$ cat src/rtl/tw_pkg.sv
package tw_pkg;

    localparam int PORT_W = 4;
    localparam int DIV_W  = 15;
    localparam int TEST_W = 3;
    localparam int LEN_A  = 18;
    localparam int LEN_B  = 19;
    localparam int LEN_C  = 27;
    localparam int CNT_W  = $clog2(LEN_C + 2);

    typedef enum logic [1:0] {
        REF_512  = 2'd0,
        REF_640  = 2'd1,
        REF_1024 = 2'd2
    } ref_e;

    typedef enum logic [1:0] {
        FMT_NONE,
        FMT_A,
        FMT_B,
        FMT_C
    } fmt_e;

    typedef struct packed {
        logic [PORT_W-1:0] port;
        logic [DIV_W-1:0]  div;
        ref_e              rsel;
        logic              cp;
        logic [TEST_W-1:0] tmode;
        logic              drv_off;
    } cfg_t;

    localparam cfg_t CFG_RST = '{
        port:    '0,
        div:     '0,
        rsel:    REF_512,
        cp:      1'b0,
        tmode:   '0,
        drv_off: 1'b0
    };

    function automatic ref_e ratio_from_bits(input logic a, input logic b);
        case ({a, b})
            2'b11:   return REF_512;
            2'b00:   return REF_640;
            default: return REF_1024;
        endcase
    endfunction

    function automatic fmt_e classify(input logic [CNT_W-1:0] n);
        if (n == CNT_W'(LEN_A))      return FMT_A;
        else if (n == CNT_W'(LEN_B)) return FMT_B;
        else if (n == CNT_W'(LEN_C)) return FMT_C;
        else                         return FMT_NONE;
    endfunction

endpackage

$ cat src/rtl/tw_shifter.sv
module tw_shifter
    import tw_pkg::*;
#(
    parameter int LEN_MAX = LEN_C,
    parameter int CW      = CNT_W
) (
    input  logic               clk,
    input  logic               rst,
    input  logic               en_i,
    input  logic               sclk_i,
    input  logic               dat_i,
    output logic [LEN_MAX-1:0] sr_o,
    output logic [CW-1:0]      cnt_o,
    output logic               fall_o
);

    localparam logic [CW-1:0] CNT_SAT = CW'(LEN_MAX + 1);

    logic en_q;
    logic sclk_q;
    logic take;

    // a bit is taken on the first system edge that sees the serial clock high
    assign take   = en_i && sclk_i && !sclk_q;
    assign fall_o = en_q && !en_i;

    always_ff @(posedge clk) begin
        if (rst) begin
            en_q   <= 1'b0;
            sclk_q <= 1'b0;
            sr_o   <= '0;
            cnt_o  <= '0;
        end else begin
            en_q   <= en_i;
            sclk_q <= sclk_i;
            if (!en_i) begin
                cnt_o <= '0;
            end else if (take) begin
                sr_o <= {sr_o[LEN_MAX-2:0], dat_i};
                // saturate so that overlong words can never alias a legal count
                if (cnt_o != CNT_SAT) begin
                    cnt_o <= cnt_o + 1'b1;
                end
            end
        end
    end

endmodule

$ cat src/rtl/tw_decoder.sv
module tw_decoder
    import tw_pkg::*;
(
    input  logic [LEN_C-1:0] sr_i,
    input  logic [CNT_W-1:0] cnt_i,
    input  cfg_t             cur_i,
    output cfg_t             nxt_o,
    output logic             legal_o
);

    localparam int A_DIV  = LEN_A - PORT_W;
    localparam int C_DTOP = LEN_C - PORT_W - 1;
    localparam int C_CTL  = C_DTOP - DIV_W;

    always_comb begin
        nxt_o   = cur_i;
        legal_o = 1'b0;
        case (classify(cnt_i))
            FMT_A: begin
                legal_o    = 1'b1;
                nxt_o.port = sr_i[LEN_A-1 -: PORT_W];
                nxt_o.div  = DIV_W'(sr_i[A_DIV-1:0]);
                nxt_o.rsel = REF_512;
            end
            FMT_B: begin
                legal_o    = 1'b1;
                nxt_o.port = sr_i[LEN_B-1 -: PORT_W];
                nxt_o.div  = sr_i[DIV_W-1:0];
                nxt_o.rsel = REF_1024;
            end
            FMT_C: begin
                legal_o       = 1'b1;
                nxt_o.port    = sr_i[LEN_C-1 -: PORT_W];
                nxt_o.div     = sr_i[C_DTOP -: DIV_W];
                nxt_o.cp      = sr_i[C_CTL];
                nxt_o.tmode   = sr_i[C_CTL-1 -: TEST_W];
                nxt_o.rsel    = ratio_from_bits(sr_i[C_CTL-TEST_W-1], sr_i[C_CTL-TEST_W-2]);
                nxt_o.drv_off = sr_i[C_CTL-TEST_W-3];
            end
            default: ;
        endcase
    end

endmodule

$ cat src/rtl/tw_word_receiver.sv
module tw_word_receiver
    import tw_pkg::*;
(
    input  logic              clk,
    input  logic              rst,
    input  logic              en_i,
    input  logic              sclk_i,
    input  logic              dat_i,
    output logic [PORT_W-1:0] port_o,
    output logic [DIV_W-1:0]  div_o,
    output logic [1:0]        ref_sel_o,
    output logic              cp_hi_o,
    output logic [TEST_W-1:0] tmode_o,
    output logic              drv_off_o,
    output logic              commit_o
);

    logic [LEN_C-1:0] sr;
    logic [CNT_W-1:0] cnt;
    logic             fall;
    logic             legal;
    cfg_t             cfg_q;
    cfg_t             cfg_nxt;

    tw_shifter #(
        .LEN_MAX (LEN_C),
        .CW      (CNT_W)
    ) u_shift (
        .clk    (clk),
        .rst    (rst),
        .en_i   (en_i),
        .sclk_i (sclk_i),
        .dat_i  (dat_i),
        .sr_o   (sr),
        .cnt_o  (cnt),
        .fall_o (fall)
    );

    tw_decoder u_dec (
        .sr_i    (sr),
        .cnt_i   (cnt),
        .cur_i   (cfg_q),
        .nxt_o   (cfg_nxt),
        .legal_o (legal)
    );

    always_ff @(posedge clk) begin
        if (rst) begin
            cfg_q    <= CFG_RST;
            commit_o <= 1'b0;
        end else begin
            commit_o <= fall && legal;
            if (fall && legal) begin
                cfg_q <= cfg_nxt;
            end
        end
    end

    assign port_o    = cfg_q.port;
    assign div_o     = cfg_q.div;
    assign ref_sel_o = cfg_q.rsel;
    assign cp_hi_o   = cfg_q.cp;
    assign tmode_o   = cfg_q.tmode;
    assign drv_off_o = cfg_q.drv_off;

endmodule

$ cat config.mk
export PLATFORM = sky130hd
export DESIGN_NAME = tw_word_receiver
export DESIGN_NICKNAME = d
export VERILOG_FILES = /design/src/rtl/tw_pkg.sv /design/src/rtl/tw_shifter.sv /design/src/rtl/tw_decoder.sv /design/src/rtl/tw_word_receiver.sv
export SDC_FILE = /design/constraint.sdc
export NUM_CORES = 1
export LEC_CHECK = 0
export CAP_MARGIN = 0
export CORE_UTILIZATION = 35
export DETAILED_ROUTE_END_ITERATION = 8
export GPL_TIMING_DRIVEN = 0
export PLACE_DENSITY = 0.55
export SKIP_CTS_REPAIR_TIMING = 1
export SYNTH_ARGS = -nofsm -noshare
export SYNTH_HDL_FRONTEND = slang
export SYNTH_SLANG_ARGS = --single-unit
$ cat constraint.sdc
create_clock -name clk -period 1.5 [get_ports clk]
set_input_delay 0.225 -clock clk [delete_from_list [all_inputs] [get_ports clk]]
set_output_delay 0.225 -clock clk [all_outputs]
set_load 0.1 [all_outputs]
After elaboration in Yosys (flattened, before gate mapping)
Cells that the tools add are included.
Widths: inputs -> output; s select.
Word-level totals
  flip-flop bits (word level): 61
  latch bits: 0
  RAM bits: 0
  ROM bits: 0
  output and inout port bits: 27
  logic and storage cells: 41
  memories: 0
Cells by class
  $add $sub $neg: 1
  $mul: 0
  divide/modulo/power cells: 0
  magnitude comparators: 0
  equality and inequality tests: 8
  shifts and indexed selects: 0
  mux-type cells: 6
  bitwise logic cells: 1
  reductions and logical operators: 14
Operator list (number)
  $pmux 21 s3: 1
  $eq 5x5->1 const B: 3
  $reduce_and 2->1: 4
  $eq 2x2->1 const B: 3
  $mux 2: 3
  $add 5x1->5 const B: 1
  $ne 5x5->1 const B: 1
  $logic_and 1x1->1: 4
  $pmux 2 s2: 1
  $reduce_bool 3->1: 1
  $reduce_or 3->1: 1
  $eq 2x1->1 const B: 1
  $logic_not 1->1: 2
  $logic_not 2->1: 1
  $reduce_or 2->1: 1
  $mux 1: 1
  $not 1->1: 1

Depth between registers and ports, before layout
Gate-level depths: netlist of the first run.
  depth in word-level cells: 9
  depth in mapped cells: 8
  mapped depth without buffers: 6

Cells and area by module
A second synthesis of the first run with hierarchy kept.
Second synthesis, totals
  cells, all modules: 397
  area total of the unflattened synthesis: 3283.1 um2
By module, submodules not included
  tw_word_receiver: instances 1, cells an instance 122, area an instance 1278.7 um2
  tw_shifter: instances 1, cells an instance 154, area an instance 1276.2 um2
  tw_decoder: instances 1, cells an instance 121, area an instance 728.2 um2

Worst setup path before layout of the first run
No wires, ideal clock.
  path kind: flip-flop to flip-flop
  from: register u_shift.cnt_o[1]
  to: register cfg_q (netlist bit div_o[14])
  arrival: 1.427 ns
  data required time: 1.369 ns
  setup slack: -0.058 ns
  cell stages (with the launch flop): 7
  path buffers: 2
  period minus slack after synthesis: 1.558 ns
  cells stage by stage: dfxtp_1 > ha_1 > and4b_1 > buf_6 > buf_4 > a221oi_1 > nor3_1
Between the ends
  longest elaborated chain between the ends: 9
  elaborated cells on any way between the ends: 15
  those cells by class: eq/ne (6); mux (5); reduce/logical (4)
Ends and longest elaborated chain
  from (decl): line tw_shifter.sv:13  | output logic [CW-1:0] cnt_o,
  from (signal assigned): line tw_shifter.sv:42  | cnt_o <= cnt_o + 1'b1;
  $eq 5x5->1: line tw_pkg.sv:53  | else if (n == CNT_W'(LEN_C)) return FMT_C;
  $mux 2: line tw_pkg.sv:53
  $mux 2: line tw_pkg.sv:52  | else if (n == CNT_W'(LEN_B)) return FMT_B;
  $mux 2 *: line tw_pkg.sv:51  | if (n == CNT_W'(LEN_A)) return FMT_A;
  $eq 2x1->1 or $eq 2x2->1 (tied branches): line tw_decoder.sv:18  | case (classify(cnt_i))
  $reduce_or 3->1 (no line)
  $mux 1: line tw_decoder.sv:18
  $logic_and 1x1->1: line tw_word_receiver.sv:53  | if (fall && legal) begin
  $reduce_and 2->1 (no line)
  to (signal assigned): line tw_word_receiver.sv:54  | cfg_q <= cfg_nxt;
  to (decl): line tw_word_receiver.sv:22  | cfg_t cfg_q;
Mark *: on every way between the ends. The rest lies on a longest branch, timed or not.
A chain may end at the register's enable or synchronous reset.

Worst setup path in the final report of the first run
  from: register u_shift.cnt_o[0]
  to: register cfg_q (netlist bit div_o[12])
The elaborated chain is that of the path after synthesis.

==> flow_summary_export.csv, run 1 <==
group,metric,value,unit
status,status,"complete, but fails checks",
status,violations,"setup timing",
sta,slew_headroom,0.637,
final_layout,regArea,0.00123,sq mm
run,maxCapViolations,0,
yosys,netlist_area,0.00245,sq mm
global_route,grt_pass1_vias,1896,
worst_setup_path,rr_worst_depth,7,
yosys,synthesis.nets,294,
clock_network,cts_tree,"yes",
yosys,synthFlopType,"dfxtp_1",
yosys,synth_area_leaders,"dfxtp_1, nand2_1, a21oi_1",
route,drt_wl_total,6370,microns
pwr,pwr-share-clk,0.443,
floorplan,initial_core_util,0.360,
yosys,synthesis.instances,285,
floorplan,die_h,85.6,microns
worst_setup_path,r2r-start,"u_shift.cnt_o[0]",
floorplan,rows,30,
floorplan,die_w,85.6,microns
clock_network,clk_pin_slew_worst_paths,0.07,ns
yosys,yosysMostFrequentCell,"nand2_1",
global_route,overflow,0,
pwr,vdd_drop_max,487,uV
pwr,p_int,0.00239,W
sta,post-route-period-util,1.13,
sta,period_minus_slack,1.70,ns
yosys,synth_top_area_share,0.499,
yosys,ys_ff_latch,61,
place,globalplace.congestion,0.762,
global_route,antenna_found_initial,0,
clock_network,clockRootBuffer,"clkbuf_8",
worst_setup_path,worst-setup-path-type,"reg -> reg",
place,dp_hpwl,4210,microns
clock_network,cts_made_buffers,9,
floorplan,dieArea,0.00733,sq mm
worst_setup_path,crit_required,1.70,ns
final_layout,fillCellCount,676,
pwr,power.density,948,mW/mm^2
route,drtIter0Drc,227,
yosys,ys_top_cells_by_count,"nand2_1, dfxtp_1, a21oi_1",
worst_setup_path,reg2reg_to,"div_o[12]",
route,post-route-drc-count,0,
final_layout,fin_cells,446,
yosys,synth.largest_area_cell,"dfxtp_1",
final_layout,insertedDiodeCount,0,
final_layout,fin_util,0.482,
sta,hold_viol_final,0,
global_route,grt_max_degree,11,
sta,slew_violations,0,
route,post_drt_wl_per_cell,14.3,microns
pwr,power_frac_seq,0.524,
yosys,ys.warnings.count,0,
worst_setup_path,worstPathMaxFanout,7,
final_layout,multi_input_area,0.00120,sq mm
final_layout,synthToLayoutAreaGrowth,33.8,%
route,drt_first_pass_iters,5,
pwr,p_leak,1.16,nW
yosys,yosysSeqAreaShare,0.499,
worst_setup_path,r2r_slack,-0.20,ns
yosys,synth_edf_count,0,
yosys,synth-async-reset-ratio,0,
worst_setup_path,start_kind,"register",
final_layout,nets,354,
place,io_buffers,31,
floorplan,ios,32,
worst_setup_path,endpoint_kind,"register",
final_layout,layout-drive-gt1-share,0.280,
worst_setup_path,critical_path_arrival,1.90,ns
sta,setup_violations,26,
clock_network,cts_num_sinks,61,
global_route,grtUsageTotal,0.179,
clock_network,htree_num_levels,3,
place,dp.cells,412,
yosys,syn_area_per_cell,8.59,sq um
sta,worst_pin_slew,0.545,ns
place,post_dp_cell_area,0.00289,sq mm
sta,fin_skew,0.00953,ns
final_layout,finalInstanceArea,0.00328,sq mm
route,via_per_inst,4.94,
route,dr_total_vias,2202,
sta,max_freq,0.589,GHz
worst_hold_path,hold_class,"in -> reg",
route,ant_nets,0,
pwr,swShare,0.231,
sta,setup_ws,-0.197,ns
clock_network,clockBufferDepth,2,
worst_hold_path,hold_start,"dat_i",
pwr,p_comb_frac,0.034,
worst_hold_path,whs_path_depth,3,
worst_hold_path,min_to,"u_shift.sr_o[0]",
floorplan,core_area,0.00679,sq mm
pwr,p_switching,0.000716,W
clock_network,insertion_delay,0.34,ns
yosys,synth_cell_types,33,
sta,rsz0062_at_grt,"true",
global_route,grt_first_pass_wirelength,9890,microns
[final cells by class]
cell class | instances | share of cell area
Buffer | 20 | 0.0493
Clock buffer | 13 | 0.0515
Clock inverter | 3 | 0.00573
Inverter | 6 | 0.00764
Multi-Input combinational cell | 198 | 0.366
Sequential cell | 61 | 0.374
Tap cell | 96 | 0.0367
Timing Repair Buffer | 49 | 0.109
[worst max path at each step]
stage                           startpoint         endpoint  depth (start not counted)
final                     u_shift.cnt_o[0]        div_o[12]                          7
after detailed placement              en_i  u_shift.sr_o[1]                          6
after CTS                        div_o[14]        div_o[14]                          1
after floorplan           u_shift.cnt_o[1]        div_o[14]                          6
after global placement                en_i  u_shift.sr_o[1]                          6
after global routing      u_shift.cnt_o[0]        port_o[3]                          6
[critical path, cell delays in order (launching register included)]
cell and delay, ns:
dfxtp_2 0.36, buf_4 0.13, ha_4 0.16, and4b_2 0.28, buf_6 0.16, clkbuf_16 0.16
mux2i_1 0.21, a211oi_1 0.09
[layer usage]
layer | vias to the layer above | global-route usage | part of all wire
li1 | 1098 | - | -
met1 | 1032 | 0.239 | 0.48
met2 | 61 | 0.271 | 0.45
met3 | 11 | 0.0510 | 0.053
met4 | 0 | 0.0727 | 0.014
met5 | - | 0 | 0
[flip-flops by register name, summed over array words and instances (netlist names)]
register / count
commit_o: 1
cp_hi_o: 1
div_o: 15
drv_off_o: 1
port_o: 4
ref_sel_o: 2
tmode_o: 3
u_shift.cnt_o: 5
u_shift.en_q: 1
u_shift.sclk_q: 1
u_shift.sr_o: 27
[power by group through the flow]
stage          sequential, W  combinational (W)  clock, W
5_1_grt              0.00163           0.000114   0.00148
3_5_place_dp         0.00166          0.0000911         0
4_1_cts              0.00163          0.0000914   0.00141
2_1_floorplan        0.00166          0.0000551         0
3_3_place_gp         0.00166          0.0000912         0
6_report             0.00163           0.000104   0.00138
[layout by cell type (no fill, tap or decap), types with 3 or more instances in the layout]
cell | synthesis | routed
clkbuf_8 | 0 | 12
clkbuf_1 | 11 | 6
nand4_1 | 3 | 3
clkbuf_2 | 0 | 32
a222oi_1 | 4 | 4
clkdlybuf4s50_1 | 0 | 4
nand3_1 | 9 | 7
inv_1 | 6 | 5
buf_6 | 1 | 6
buf_4 | 3 | 15
a211oi_1 | 18 | 15
a211oi_2 | 0 | 3
dfxtp_1 | 61 | 59
a21oi_1 | 38 | 36
buf_8 | 0 | 3
mux2i_1 | 12 | 7
mux2i_2 | 0 | 5
nand2_1 | 63 | 63
nor2_1 | 26 | 23
[logic make-up after synthesis]
logic type,Yosys count,share of synthesized area
AO/OA/AOI/OAI,65,0.166
XOR/XNOR,3,0.0107
adder cells (fa/ha/maj),4,0.0204
buffers and inverters,26,0.0562
flip-flops,61,0.499
multiplexers,12,0.0491
AND/OR/NAND/NOR,114,0.199
[through the flow]
step	power (W)	setup TNS (ns)	hold WS [ns]	setup WS (ns)
global route	0.00322	-5.93	0.476	-0.307
finish	0.00311	-3.91	0.439	-0.197
CTS	0.00313	-19.05	0.430	-0.596
floorplan	0.00172	-0.00522	0.353	-0.00522
detailed placement	0.00176	-20.43	0.449	-0.334
global placement	0.00176	-20.83	0.447	-0.336
Power figures use the tool's default switching activity.
==> run 2: changes to the inputs <==
Settings changed: ABC_CLOCK_PERIOD_IN_PS set to 1500.
==> results of run 2 <==
Same layout as run 1: the final DEF is identical, and so are final timing and power.
